--- config.mk ---
export PLATFORM = sky130hd
export DESIGN_NAME = dbuf_uart
export DESIGN_NICKNAME = d
export VERILOG_FILES = /design/src/rtl/dbuf_uart_pkg.sv /design/src/rtl/dbuf_uart_tx.sv /design/src/rtl/dbuf_uart_rx.sv /design/src/rtl/dbuf_uart.sv
export SDC_FILE = /design/constraint.sdc
export NUM_CORES = 1
export LEC_CHECK = 0
export BUFFER_PORTS_ARGS = -buffer_cell sky130_fd_sc_hd__buf_2
export CAP_MARGIN = 30
export CELL_PAD_IN_SITES_DETAIL_PLACEMENT = 0
export CELL_PAD_IN_SITES_GLOBAL_PLACEMENT = 1
export CORE_AREA = 5 5 93 95
export CTS_CLUSTER_DIAMETER = 120
export DETAILED_ROUTE_END_ITERATION = 6
export DIE_AREA = 0 0 98 100
export HOLD_SLACK_MARGIN = 0.15
export PLACE_DENSITY = 0.89
export SLEW_MARGIN = 20
export SYNTH_ARGS = -nofsm -noshare
export SYNTH_HDL_FRONTEND = slang
export SYNTH_HIERARCHICAL = 1
export SYNTH_SLANG_ARGS = --single-unit
--- constraint.sdc ---
create_clock -name clk -period 4.5 [get_ports clk]
set_input_delay 0.225 -clock clk [delete_from_list [all_inputs] [get_ports clk]]
set_output_delay 0.225 -clock clk [all_outputs]
set_load 0.005 [all_outputs]
--- src/rtl/dbuf_uart_pkg.sv ---
package dbuf_uart_pkg;

  // status register bit positions (software depends on these)
  localparam int unsigned ST_DR  = 0;
  localparam int unsigned ST_SRE = 1;
  localparam int unsigned ST_HRE = 2;
  localparam int unsigned ST_OVR = 4;

  // assemble the status word from the four flags
  function automatic logic [31:0] pack_status(input logic dr, input logic sre,
                                              input logic hre, input logic ovr);
    logic [31:0] s;
    s         = '0;
    s[ST_DR]  = dr;
    s[ST_SRE] = sre;
    s[ST_HRE] = hre;
    s[ST_OVR] = ovr;
    return s;
  endfunction

endpackage

--- src/rtl/dbuf_uart_tx.sv ---
module dbuf_uart_tx #(
  parameter int unsigned DBITS = 8,
  parameter int unsigned OVS   = 16
) (
  input  logic             clk,
  input  logic             rst_n,
  input  logic             tick,
  input  logic             load,
  input  logic [DBITS-1:0] din,
  input  logic             clr,
  output logic             txd,
  output logic             sre,
  output logic             hre,
  output logic             fin,
  output logic             busy
);
  localparam int unsigned FRAME = DBITS + 2;
  localparam int unsigned CW    = $clog2(OVS);
  localparam int unsigned BW    = $clog2(FRAME);

  // stop bit high, data, start bit low; shifted out from bit 0
  function automatic logic [FRAME-1:0] make_frame(input logic [DBITS-1:0] d);
    return {1'b1, d, 1'b0};
  endfunction

  logic [FRAME-1:0] shreg;
  logic [CW-1:0]    tcnt;
  logic [BW-1:0]    bcnt;
  logic [DBITS-1:0] hold;
  logic             active;

  logic bit_end, sre_a, hre_a, to_shift, to_hold, sre_n, hre_n;

  assign bit_end  = tick & active & (tcnt == CW'(OVS - 1));
  assign fin      = bit_end & (bcnt == BW'(FRAME - 1));
  // flag view after a frame end in this cycle; a write sees this view
  assign sre_a    = sre | (fin & hre);
  assign hre_a    = hre | fin;
  assign to_shift = load & sre_a;
  assign to_hold  = load & ~sre_a;

  always_comb begin
    sre_n = sre_a;
    hre_n = hre_a;
    if (to_shift) sre_n = 1'b0;
    if (to_hold)  hre_n = 1'b0;
    if (clr) begin
      sre_n = 1'b0;
      hre_n = 1'b0;
    end
  end

  always_ff @(posedge clk or negedge rst_n) begin
    if (!rst_n) begin
      shreg  <= '1;
      tcnt   <= '0;
      bcnt   <= '0;
      hold   <= '0;
      active <= 1'b0;
      sre    <= 1'b1;
      hre    <= 1'b1;
    end else begin
      sre <= sre_n;
      hre <= hre_n;
      if (tick && active) begin
        if (bit_end) begin
          tcnt  <= '0;
          shreg <= {1'b1, shreg[FRAME-1:1]};
          bcnt  <= bcnt + 1'b1;
        end else begin
          tcnt <= tcnt + 1'b1;
        end
      end
      if (fin) begin
        if (hre) begin
          active <= 1'b0;
        end else begin
          shreg <= make_frame(hold);
          bcnt  <= '0;
        end
      end
      if (to_shift) begin
        shreg  <= make_frame(din);
        active <= 1'b1;
        tcnt   <= '0;
        bcnt   <= '0;
      end
      if (to_hold) hold <= din;
    end
  end

  assign txd  = ~active | shreg[0];
  assign busy = active;

endmodule

--- src/rtl/dbuf_uart_rx.sv ---
module dbuf_uart_rx #(
  parameter int unsigned DBITS = 8,
  parameter int unsigned OVS   = 16
) (
  input  logic             clk,
  input  logic             rst_n,
  input  logic             tick,
  input  logic             rxd,
  output logic             done,
  output logic [DBITS-1:0] dout
);
  localparam int unsigned CW   = $clog2(OVS);
  localparam int unsigned MID  = OVS / 2 - 1;
  localparam int unsigned LAST = DBITS + 1;
  localparam int unsigned IW   = $clog2(DBITS + 2);

  logic             s1, s2;
  logic             busy;
  logic [CW-1:0]    tcnt;
  logic [IW-1:0]    idx;
  logic [DBITS-1:0] shreg;

  logic sample, start_bad, stop_pt;

  assign sample    = tick & busy & (tcnt == CW'(MID));
  assign start_bad = sample & (idx == '0) & s2;
  assign stop_pt   = sample & (idx == IW'(LAST));
  assign done      = stop_pt & s2;
  assign dout      = shreg;

  always_ff @(posedge clk or negedge rst_n) begin
    if (!rst_n) begin
      s1    <= 1'b1;
      s2    <= 1'b1;
      busy  <= 1'b0;
      tcnt  <= '0;
      idx   <= '0;
      shreg <= '0;
    end else begin
      s1 <= rxd;
      s2 <= s1;
      if (tick) begin
        if (!busy) begin
          if (!s2) begin
            busy <= 1'b1;
            tcnt <= '0;
            idx  <= '0;
          end
        end else begin
          tcnt <= tcnt + 1'b1;
          if (sample) begin
            idx <= idx + 1'b1;
            if (start_bad || stop_pt) busy <= 1'b0;
            else if (idx != '0) shreg <= {s2, shreg[DBITS-1:1]};
          end
        end
      end
    end
  end

endmodule

--- src/rtl/dbuf_uart.sv ---
module dbuf_uart
  import dbuf_uart_pkg::*;
#(
  parameter int unsigned ADDR_W   = 8,
  parameter int unsigned BUS_W    = 32,
  parameter int unsigned DBITS    = 8,
  parameter int unsigned OVS      = 16,
  parameter logic [7:0]  DATA_OFS = 8'h70,
  parameter logic [7:0]  STAT_OFS = 8'h74
) (
  input  logic              clk,
  input  logic              rst_n,
  input  logic              bus_sel,
  input  logic              bus_wr,
  input  logic [ADDR_W-1:0] bus_addr,
  input  logic [BUS_W-1:0]  bus_wdata,
  output logic [BUS_W-1:0]  bus_rdata,
  input  logic              baud_tick,
  output logic              txd,
  input  logic              rxd,
  output logic              irq
);
  // named events, also watched by the bound checker
  logic data_wr, data_rd, stat_wr, stat_rd, any_wr, any_rd;
  logic tx_fin, tx_busy, tx_sre, tx_hre;
  logic rx_done;
  logic [DBITS-1:0] rx_byte;
  logic st_dr, st_ovr;
  logic [DBITS-1:0] data_q;
  logic [BUS_W-1:0] rd_val;
  logic [31:0] stat_word;
  logic unused_hi;

  assign any_wr  = bus_sel & bus_wr;
  assign any_rd  = bus_sel & ~bus_wr;
  assign data_wr = any_wr & (bus_addr == ADDR_W'(DATA_OFS));
  assign stat_wr = any_wr & (bus_addr == ADDR_W'(STAT_OFS));
  assign data_rd = any_rd & (bus_addr == ADDR_W'(DATA_OFS));
  assign stat_rd = any_rd & (bus_addr == ADDR_W'(STAT_OFS));
  assign unused_hi = ^bus_wdata[BUS_W-1:DBITS];

  dbuf_uart_tx #(.DBITS(DBITS), .OVS(OVS)) u_tx (
    .clk  (clk),
    .rst_n(rst_n),
    .tick (baud_tick),
    .load (data_wr),
    .din  (bus_wdata[DBITS-1:0]),
    .clr  (stat_wr),
    .txd  (txd),
    .sre  (tx_sre),
    .hre  (tx_hre),
    .fin  (tx_fin),
    .busy (tx_busy)
  );

  dbuf_uart_rx #(.DBITS(DBITS), .OVS(OVS)) u_rx (
    .clk  (clk),
    .rst_n(rst_n),
    .tick (baud_tick),
    .rxd  (rxd),
    .done (rx_done),
    .dout (rx_byte)
  );

  assign stat_word = pack_status(st_dr, tx_sre, tx_hre, st_ovr);

  always_comb begin
    rd_val = '0;
    if (data_rd)      rd_val = BUS_W'(data_q);
    else if (stat_rd) rd_val = BUS_W'(stat_word);
  end

  always_ff @(posedge clk or negedge rst_n) begin
    if (!rst_n) begin
      st_dr     <= 1'b0;
      st_ovr    <= 1'b0;
      data_q    <= '0;
      bus_rdata <= '0;
      irq       <= 1'b0;
    end else begin
      if (any_rd) bus_rdata <= rd_val;
      st_ovr <= (st_ovr & ~stat_wr) | (rx_done & st_dr & ~data_rd);
      if (rx_done) begin
        st_dr  <= 1'b1;
        data_q <= rx_byte;
      end else if (data_rd) begin
        st_dr <= 1'b0;
      end
      irq <= tx_fin | rx_done;
    end
  end

endmodule

==> impl_metrics.csv <==
group,metric,value,unit
cts,htree_levels,3,
logic_synthesis,async_reset_ff_frac,1.000,
critical_path,worstPathArrival,2.45,ns
cts,cts.path.max_buffers,2,
critical_path,cp_max_fo,22,
critical_path,reg2reg_depth,5,
cts,clkSinkCount,67,
logic_synthesis,synth_warnings,6,
pwr,p_comb_frac,0.119,
pwr,clkPwrFrac,0.393,
placed_design,place_ws,1.971,ns
global_route,antenna_found_initial,0,
flow_run,maxCapViolCount,0,
cells_and_area,diodes,0,
die,core_area,7647,um2
die,ioPinCount,80,
timing,worst_pin_slew,0.8098,ns
global_route,grt.total_usage,0.1267,
routing,antenna_left,0,
cells_and_area,layout_commonest_cell,"dfrtp_1",
global_route,overflow,0,
placed_design,gp_congestion,0.7688,
die,dieWidth,98,um
cts,cts_tree,"done",
global_route,grt_max_degree,68,
worst_hold_path,hold_depth,4,
pwr,leakagePower,1.845,nW
timing,skew,0.01134,ns
critical_path,reg2reg_to,"u_tx/hold[3]",
pwr,pwr-share-seq,0.488,
logic_synthesis,ys_ff_latch,67,
placed_design,port_buffers,31,
worst_hold_path,hp-start,"bus_sel",
critical_path,reg2reg_from,"u_tx/tcnt[0]",
timing,timing.slew.headroom,0.4601,
critical_path,cp.required,4.74,ns
logic_synthesis,ys_seq_area_frac,0.4929,
cells_and_area,nets,387,
timing,finalSetupViolCount,0,
timing,final.setup.tns,0,ns
logic_synthesis,yosysUniqueCellTypes,56,
die,die_area,9800,um2
timing,finalMaxSlewViolations,0,
timing,period_share,0.4909,
cells_and_area,stdcell_area,3899,um2
cts,cts_root_buf,"clkbuf_8",
critical_path,crit_path_start,"bus_addr[7]",
pwr,swShare,0.2516,
die,row_count,32,
global_route,grt_pass1_vias,2188,
logic_synthesis,postSynthAreaPerCell,11.85,um2
cells_and_area,area_growth,13.43,%
routing,vias,2189,
timing,fmax,452.7,MHz
cells_and_area,layout-drive-gt1-share,0.3215,
routing,drt_iter0_markers,96,
routing,via_per_inst,4.964,
placed_design,placed_area,3580,um2
die,initial_core_util,0.4494,
routing,drc,0,
critical_path,cp-end-kind,"register",
cts,clk_latency,0.34,ns
pwr,power_density,361.8,nW/um2
timing,setup_ws,2.291,ns
logic_synthesis,ys.flop_type,"dfrtp_1",
logic_synthesis,syn_area,3437,um2
cells_and_area,final_cell_mix,"dfrtp_1, buf_2, nand2_1",
die,die_y,100,um
timing,rsz0062_at_grt,"false",
cells_and_area,layout.cells.non_filler,441,
critical_path,ff2ff_setup_slack,2.59,ns
cts,cts_buffers,9,
cts,cts_setup_buffers,0,
logic_synthesis,syn_inst,290,
cts,clk_transition_reported_paths,0.08,ns
pwr,power.total,1.411,mW
pwr,power.internal,1.056,mW
global_route,grt_pass1_wl,10.07,mm
cts,holdBufCountCts,10,
timing,hold_viol_final,0,
outcome,status,"finished clean",
worst_hold_path,hp-class,"in2reg",
routing,wl_per_cell,13.56,um
cts,cts.repair.resized,0,
placed_design,dp.cells,415,
critical_path,critPathLaunchType,"primary input",
placed_design,dpl.hpwl,4.094,mm
routing,postRouteWirelength,5.982,mm
routing,first_pass_iters,4,
critical_path,critical_path_class,"in2reg",
worst_hold_path,min_to,"st_ovr",
pwr,vdd_drop_max,0.1456,mV
timing,min_period,2.209,ns
pwr,power_switching,355.0,uW
logic_synthesis,synth_edf_count,0,
area by class of cell:
type	count	area [um2]
fillers	655	3749
flip-flops and latches	67	1694
multi-input cells	204	1550
repair buffers	44	277.8
clock buffers	12	145.1
well taps	102	127.6
clock inverters	4	73.82
inverters	8	30.03
cells by family after synthesis:
logic type | synth area share
AND/OR/NAND/NOR | 0.1336
flip-flops | 0.4929
multiplexers | 0.1718
buffers and inverters | 0.08118
AO/OA/AOI/OAI | 0.08373
adder cells (fa/ha/maj) | 0.02548
XOR/XNOR | 0.01019
other | 0.001091
cell usage after synthesis (2+ instances only):
library cell / instances / area (um2)
ha_1: 7 / 87.58
nand3_1: 9 / 45.04
buf_4: 27 / 202.7
nor3_1: 4 / 20.02
o21ai_0: 10 / 50.05
nand2b_1: 2 / 12.51
and3_1: 2 / 12.51
a211oi_1: 3 / 22.52
nor2_1: 11 / 41.29
a21o_1: 3 / 22.52
mux2_2: 23 / 259.0
nand2_1: 28 / 105.1
mux2_4: 8 / 120.1
inv_1: 8 / 30.03
dfrtp_1: 53 / 1326
nor4_4: 2 / 42.54
a22o_1: 5 / 43.79
nand4b_1: 2 / 17.52
or2_2: 2 / 12.51
o21ai_1: 4 / 20.02
mux2i_1: 20 / 200.2
xor2_1: 2 / 17.52
a21oi_1: 4 / 20.02
dfstp_2: 14 / 367.9
buf_2: 3 / 15.01
xnor2_1: 2 / 17.52
clkbuf_1: 3 / 11.26
power by group through the flow:
stage                     Sequential, mW  Combinational, mW  Clock [mW]
after floorplan                    0.690              0.138           0
final                              0.689              0.168       0.554
after global routing               0.697              0.193       0.592
after CTS                          0.689              0.171       0.564
after global placement             0.698              0.156           0
after detailed placement           0.701              0.164           0
metal layers:
layer | global-route usage | wire [um]
met4 | 0.06709 | 141
met3 | 0.02988 | 207
met5 | 0 | 0
met2 | 0.2105 | 2965
met1 | 0.1533 | 2668
sequential cells by signal (all words and copies together) (netlist names), 4 cells and up:
name and flops:
bus_rdata 8, data_q 8, u_rx/dout 8, u_rx/idx 4, u_rx/tcnt 4, u_tx/bcnt 4, u_tx/hold 8, u_tx/shreg 10
u_tx/tcnt 4
through the flow:
step	hold WS, ns	util
after global placement	0.3335	0.4681
after detailed placement	0.3354	0.4681
after CTS	0.2406	0.5098
after floorplan	-0.07059	-
final	0.2584	0.5098
after global routing	0.2583	0.5098
worst max path at each step:
stage                         end
floorplan           u_tx/shreg[4]
global placement    u_tx/shreg[6]
detailed placement  u_tx/shreg[3]
CTS                 u_tx/shreg[3]
global route        u_tx/shreg[3]
finish              u_tx/shreg[3]
critical path, stage by stage:
cell and delay, ns:
buf_2 0.10, or4b_4 0.56, or2_2 0.34, nor3_1 0.42
nand2_1 0.12, o41ai_2 0.22, buf_4 0.29, nand2_1 0.07
o21ai_0 0.09
(Power assumes the default switching activity.)
